## src/rtl/irat_pkg.sv

```systemverilog
package irat_pkg;
    typedef enum logic {
        ST_EMPTY  = 1'b0,
        ST_LOADED = 1'b1
    } stage_state_e;
endpackage

```

## src/rtl/irat_map_table.sv

```systemverilog
module irat_map_table #(
    parameter int IDX_W = 6,
    parameter int NPORT = 3
) (
    input  logic             clk,
    input  logic             rst_n,
    input  logic             wr_en,
    input  logic [IDX_W-1:0] wr_idx,
    input  logic [IDX_W-1:0] wr_tgt,
    input  logic [IDX_W-1:0] rd_idx [NPORT],
    output logic [IDX_W-1:0] rd_tgt [NPORT]
);
    localparam int ENTRIES = 1 << IDX_W;

    logic [IDX_W-1:0] mem_q [ENTRIES];

    always_ff @(posedge clk or negedge rst_n) begin
        if (!rst_n) begin
            for (int i = 0; i < ENTRIES; i++) begin
                mem_q[i] <= IDX_W'(i);
            end
        end else if (wr_en) begin
            mem_q[wr_idx] <= wr_tgt;
        end
    end

    for (genvar p = 0; p < NPORT; p++) begin : g_rd
        assign rd_tgt[p] = mem_q[rd_idx[p]];
    end
endmodule

```

## src/rtl/irat_ready_vec.sv

```systemverilog
module irat_ready_vec #(
    parameter int IDX_W = 6,
    parameter int NQ    = 2
) (
    input  logic             clk,
    input  logic             rst_n,
    input  logic             set_en,
    input  logic [IDX_W-1:0] set_idx,
    input  logic             clr_en,
    input  logic [IDX_W-1:0] clr_idx,
    input  logic [IDX_W-1:0] q_idx [NQ],
    output logic             q_avail [NQ]
);
    localparam int ENTRIES = 1 << IDX_W;

    logic [ENTRIES-1:0] rdy_q;

    always_ff @(posedge clk or negedge rst_n) begin
        if (!rst_n) begin
            rdy_q <= '1;
        end else begin
            if (set_en) rdy_q[set_idx] <= 1'b1;
            if (clr_en) rdy_q[clr_idx] <= 1'b0;
        end
    end

    for (genvar q = 0; q < NQ; q++) begin : g_q
        assign q_avail[q] = rdy_q[q_idx[q]] | (set_en && (set_idx == q_idx[q]));
    end
endmodule

```

## src/rtl/irat_stage.sv

```systemverilog
module irat_stage
    import irat_pkg::*;
#(
    parameter int REG_W = 7,
    localparam int IDX_W = REG_W - 1
) (
    input  logic             clk,
    input  logic             rst_n,
    input  logic             enable,
    input  logic             dec_valid,
    input  logic [REG_W-1:0] src_a,
    input  logic [REG_W-1:0] src_b,
    input  logic [REG_W-1:0] dst,
    input  logic [IDX_W-1:0] tgt_a,
    input  logic [IDX_W-1:0] tgt_b,
    input  logic [IDX_W-1:0] tgt_d,
    input  logic             avail_a,
    input  logic             avail_b,
    output logic [IDX_W-1:0] held_a,
    output logic [IDX_W-1:0] held_b,
    output logic             clr_en,
    output logic [IDX_W-1:0] clr_idx,
    output logic             ren_valid,
    output logic [REG_W-1:0] ren_a,
    output logic [REG_W-1:0] ren_b,
    output logic [REG_W-1:0] ren_dst,
    output logic             stall
);
    stage_state_e     state_q, state_d;
    logic             rm_a_q, rm_b_q, rm_d_q;
    logic [IDX_W-1:0] td_q;
    logic             capture;

    always_ff @(posedge clk or negedge rst_n) begin
        if (!rst_n) state_q <= ST_EMPTY;
        else        state_q <= state_d;
    end

    always_comb begin
        state_d = state_q;
        unique case (state_q)
            ST_EMPTY:  state_d = dec_valid ? ST_LOADED : ST_EMPTY;
            ST_LOADED: if (!stall) state_d = dec_valid ? ST_LOADED : ST_EMPTY;
        endcase
    end

    always_comb begin
        ren_valid = (state_q == ST_LOADED);
        stall     = ren_valid && ((rm_a_q && !avail_a) || (rm_b_q && !avail_b));
        clr_en    = ren_valid && !stall && rm_d_q;
        clr_idx   = td_q;
        capture   = dec_valid && !stall;
    end

    always_ff @(posedge clk or negedge rst_n) begin
        if (!rst_n) begin
            rm_a_q  <= 1'b0;
            rm_b_q  <= 1'b0;
            rm_d_q  <= 1'b0;
            held_a  <= '0;
            held_b  <= '0;
            td_q    <= '0;
            ren_a   <= '0;
            ren_b   <= '0;
            ren_dst <= '0;
        end else if (capture) begin
            rm_a_q  <= enable && src_a[REG_W-1];
            rm_b_q  <= enable && src_b[REG_W-1];
            rm_d_q  <= enable && dst[REG_W-1];
            held_a  <= tgt_a;
            held_b  <= tgt_b;
            td_q    <= tgt_d;
            ren_a   <= (enable && src_a[REG_W-1]) ? {1'b1, tgt_a} : src_a;
            ren_b   <= (enable && src_b[REG_W-1]) ? {1'b1, tgt_b} : src_b;
            ren_dst <= (enable && dst[REG_W-1])   ? {1'b1, tgt_d} : dst;
        end
    end
endmodule

```

## src/rtl/irat_top.sv

```systemverilog
module irat_top #(
    parameter int REG_W = 7,
    localparam int IDX_W = REG_W - 1
) (
    input  logic             clk,
    input  logic             rst_n,
    input  logic             enable,
    input  logic             dec_valid,
    input  logic [REG_W-1:0] src_a,
    input  logic [REG_W-1:0] src_b,
    input  logic [REG_W-1:0] dst,
    input  logic             map_we,
    input  logic [IDX_W-1:0] map_idx,
    input  logic [IDX_W-1:0] map_tgt,
    input  logic             wb_valid,
    input  logic [IDX_W-1:0] wb_tgt,
    output logic             ren_valid,
    output logic [REG_W-1:0] ren_a,
    output logic [REG_W-1:0] ren_b,
    output logic [REG_W-1:0] ren_dst,
    output logic             stall
);
    logic [IDX_W-1:0] rd_idx [3];
    logic [IDX_W-1:0] rd_tgt [3];
    logic [IDX_W-1:0] q_idx  [2];
    logic             q_av   [2];
    logic [IDX_W-1:0] held_a, held_b, clr_idx;
    logic             clr_en;

    assign rd_idx[0] = src_a[IDX_W-1:0];
    assign rd_idx[1] = src_b[IDX_W-1:0];
    assign rd_idx[2] = dst[IDX_W-1:0];
    assign q_idx[0]  = held_a;
    assign q_idx[1]  = held_b;

    irat_map_table #(.IDX_W(IDX_W), .NPORT(3)) u_table (
        .clk(clk), .rst_n(rst_n),
        .wr_en(map_we), .wr_idx(map_idx), .wr_tgt(map_tgt),
        .rd_idx(rd_idx), .rd_tgt(rd_tgt)
    );

    irat_ready_vec #(.IDX_W(IDX_W), .NQ(2)) u_ready (
        .clk(clk), .rst_n(rst_n),
        .set_en(wb_valid), .set_idx(wb_tgt),
        .clr_en(clr_en), .clr_idx(clr_idx),
        .q_idx(q_idx), .q_avail(q_av)
    );

    irat_stage #(.REG_W(REG_W)) u_stage (
        .clk(clk), .rst_n(rst_n), .enable(enable), .dec_valid(dec_valid),
        .src_a(src_a), .src_b(src_b), .dst(dst),
        .tgt_a(rd_tgt[0]), .tgt_b(rd_tgt[1]), .tgt_d(rd_tgt[2]),
        .avail_a(q_av[0]), .avail_b(q_av[1]),
        .held_a(held_a), .held_b(held_b),
        .clr_en(clr_en), .clr_idx(clr_idx),
        .ren_valid(ren_valid), .ren_a(ren_a), .ren_b(ren_b), .ren_dst(ren_dst),
        .stall(stall)
    );
endmodule

```

## config.mk

```make
export PLATFORM = sky130hd
export DESIGN_NAME = irat_top
export DESIGN_NICKNAME = d
export VERILOG_FILES = /design/src/rtl/irat_pkg.sv /design/src/rtl/irat_map_table.sv /design/src/rtl/irat_ready_vec.sv /design/src/rtl/irat_stage.sv /design/src/rtl/irat_top.sv
export SDC_FILE = /design/constraint.sdc
export NUM_CORES = 1
export LEC_CHECK = 0
export ABC_AREA = 0
export BUFFER_PORTS_ARGS = -buffer_cell sky130_fd_sc_hd__buf_2
export CORE_UTILIZATION = 25
export CTS_CLUSTER_DIAMETER = 200
export DETAILED_ROUTE_END_ITERATION = 16
export GPL_ROUTABILITY_DRIVEN = 0
export PLACE_DENSITY = 0.43
export SYNTH_ARGS = -nofsm -noshare
export SYNTH_HDL_FRONTEND = slang
export SYNTH_SLANG_ARGS = --single-unit
```

## constraint.sdc

```tcl
create_clock -name clk -period 4.9 [get_ports clk]
set_input_delay 0.98 -clock clk [delete_from_list [all_inputs] [get_ports clk]]
set_output_delay 0.98 -clock clk [all_outputs]
set_load 0.01 [all_outputs]
```

==> flow_summary_export.csv <==
group,metric,value,unit
synthesis,synth_top_area_cell,"mux4_2",
floorplanning,ios,68,
place,dp.final_hpwl,77200,um
setup_path,cp.required,3.92,ns
timing,finalSetupViolCount,0,
synthesis,synth.distinct_cells,64,
synthesis,synth_edf_count,0,
synthesis,synth_simple_gate_area_frac,0.0505,
clock_tree,cts_hold_buf,0,
timing,rsz0062_at_grt,"false",
synthesis,synth_top_family_by_area,"multiplexers",
power_and_ir_drop,peakVddDrop,0.000331,V
setup_path,cp-startpoint,"u_stage.held_b[1]",
setup_path,slowest_stage,"dfrtp_1",
global_route,grt_overflow,0,
synthesis,syn_avg_cell_area,13.9,sq um
detailed_routing,drtIter0Drc,1625,
clock_tree,htree_levels,2,
floorplanning,design.core.area,120000,sq um
cells_and_area,drive_above_1_share,0.543,
synthesis,synthAdderAreaFrac,0,
power_and_ir_drop,p_leak,13.4,nW
setup_path,cp-start-kind,"flip-flop",
clock_tree,clock_latency,0.67,ns
clock_tree,max-clock-path-buffers,3,
timing,fin_crit_sh,0.942,
min_path,hold_class,"in -> async",
synthesis,synthCells,2174,
synthesis,synth_area,30200,sq um
run,drv_cap,0,
setup_path,cpPeakStageDelay,1.08,ns
detailed_routing,antenna_left,0,
timing,fmax,217,MHz
clock_tree,cts_post_setup_buffers_inserted,0,
synthesis,synth_xor_area_frac,0.00348,
floorplanning,start_util,0.252,
detailed_routing,routed_via_density,5.40,
timing,finalHoldViolCount,0,
global_route,first_global_vias,21300,
outcome,status,"complete, no violations",
timing,hold_ws,0.357,ns
synthesis,yosysSeqAreaShare,0.418,
timing,worst_pin_slew,1.27,ns
setup_path,worstSetupPathType,"reg -> out",
synthesis,syn_nets,2219,
setup_path,crit_fanout,19,
cells_and_area,synthToLayoutAreaGrowth,13.7,%
clock_tree,cts_tree,"built",
cells_and_area,multi_input_area,16700,sq um
clock_tree,cts_buffers,59,
timing,slew_violations,0,
clock_tree,path_clk_slew,0.06,ns
timing,fin_setup_tns,0,ns
cells_and_area,nets,2211,
floorplanning,dieArea,122000,sq um
timing,fin_skew,0.0362,ns
detailed_routing,vias,20700,
setup_path,path_delay_family,"flip-flops",
synthesis,ys_async_sr_fraction,1.00,
global_route,grt_usage,0.181,
detailed_routing,routed_wl,110000,um
synthesis,synth_compound_area_frac,0.0561,
global_route,grt_pass1_wl,161000,um
setup_path,crit_buf_inv,3,
detailed_routing,drc,0,
cells_and_area,seq_area,12600,sq um
floorplanning,rows,127,
global_route,grt_max_degree,98,
floorplanning,die_h,349,um
detailed_routing,wl_per_cell,28.8,um
timing,slew-limit-headroom,0.155,
setup_path,timing.rr.start,"u_stage.held_b[1]",
setup_path,arrival,3.63,ns
detailed_routing,dr.pass1.iters,5,
synthesis,yosys_warnings,0,
synthesis,synth_mux_area_frac,0.442,
floorplanning,die_x,349,um
setup_path,rrSetupSlack,0.91,ns
setup_path,path_cells,"buf_4 > mux2i_1 > a211o_1 > a211oi_1 > a2111o_1 > a41o_1 > inv_1 > buf_2",
global_route,antenna_found_initial,10,
clock_tree,root_buffer,"clkbuf_16",
synthesis,yosys_register_bits,491,
clock_tree,post_cts_resized,0,
clock_tree,cts_sinks,491,
synthesis,synth_top_area_frac,0.235,
setup_path,worstSetupEndpointType,"output port",
synthesis,synth_ff_type,"dfstp_2",
power_and_ir_drop,p_per_area,421,nW/um^2
synthesis,ys_top_cells_by_area,"mux4_2, dfstp_2, dfrtp_1, mux2_2, mux2i_1",
timing,fin_crit,4.61,ns
place,port_buffers,67,
cells_and_area,fillers,12200,
==> area by class of cell <==
type                       count  area share
clock buffer                  94      0.0537
tap                         1612      0.0588
timing repair buffer         114      0.0260
clock inverter                18     0.00613
antenna                        2    0.000146
inverter                      18     0.00197
sequential                   491       0.367
multi-input combinational   1482       0.486
==> worst reg2reg max path: stages (launching register included) <==
cell and delay [ns]:
dfrtp_1 1.08, buf_4 0.36, mux2i_1 0.33, a211o_1 0.17
a211oi_1 0.05, a2111o_1 0.43, a41o_1 0.33, buf_4 0.23
nand2_2 0.21, buf_12 0.29, mux2_2 0.38
==> metrics by stage <==
stage                     utilization  cells  instance area [sq um]  worst slack, ns  power (W)
after floorplan                     -   2174                  30200             1.37    0.00836
after global placement          0.269   3717                  32300            0.934    0.00976
after detailed placement        0.269   3717                  32300            0.939    0.00984
after CTS                       0.286   3829                  34300            0.289     0.0146
after global routing            0.286   3829                  34300            0.171     0.0151
final                           0.286   3831                  34300            0.286     0.0144
==> report_power, final <==
part | internal [W] | switching, W | leakage [nW]
Sequential | 0.00507 | 0.000943 | 5.76
Combinational | 0.00189 | 0.00189 | 6.63
Clock | 0.00278 | 0.00189 | 1.01
==> sequential cells by signal (all words and copies together) (netlist names) <==
signal             flops
u_stage.rm_a_q         1
u_stage.ren_dst        7
u_stage.clr_idx        6
u_table.mem_q        384
u_stage.held_a         6
u_stage.rm_b_q         1
u_stage.ren_valid      1
u_stage.ren_b          7
u_stage.ren_a          7
u_stage.rm_d_q         1
u_stage.held_b         6
u_ready.rdy_q         64
==> kinds of logic after synthesis <==
| kind of cell | count (synthesis) |
|---|---|
| mux | 886 |
| flops | 491 |
| compound gates | 283 |
| xor+xnor | 12 |
| buf+inv | 201 |
| simple gates | 301 |
==> layout by cell type (no fill, tap or decap), drive strengths merged, types with 9 or more instances in the layout <==
cell / instances
buf: 114
nand4: 10
a211oi: 9
clkinv: 12
a22oi: 12
dfrtp: 235
nor2: 80
a22o: 9
a21oi: 165
a31oi: 10
nor3: 9
nor2b: 27
nand2: 85
inv: 18
dfstp: 256
and2: 18
xnor2: 11
clkbuf: 94
o21ai: 16
nand3: 30
o22ai: 20
mux4: 315
mux2: 427
mux2i: 144
nand2b: 10
==> worst paths after layout <==
path	end	cells past startpoint
setup / recovery	stall	8
hold / removal	u_stage.held_a[0]	1
setup reg to reg	u_stage.ren_a[5]	10
hold reg to reg	u_stage.ren_b[6]	1
max in group asynchronous	u_stage.ren_a[0]	2
min in group clk	u_stage.ren_b[6]	1
==> cell usage after synthesis (15+ instances only) <==
library cell / instances
a21oi_1: 165
o22ai_1: 20
mux2_2: 413
mux4_2: 315
nand3_1: 30
mux2i_1: 144
inv_1: 17
dfstp_2: 256
and2_1: 17
clkbuf_1: 88
buf_1: 33
nor2_1: 80
buf_2: 43
dfrtp_1: 235
nor2b_1: 27
nand2_1: 84
o21ai_0: 15
==> layer usage <==
layer / share of wire / vias to the layer above / routed length [um] / track usage
li1: - / 8497 / - / -
met1: 0.44 / 11200 / 48400 / 0.250
met2: 0.46 / 757 / 51000 / 0.285
met3: 0.069 / 169 / 7580 / 0.0389
met4: 0.028 / 14 / 3130 / 0.0522
met5: 0.00082 / - / 90 / 0
Note: power is estimated with default switching activity, not from simulation.
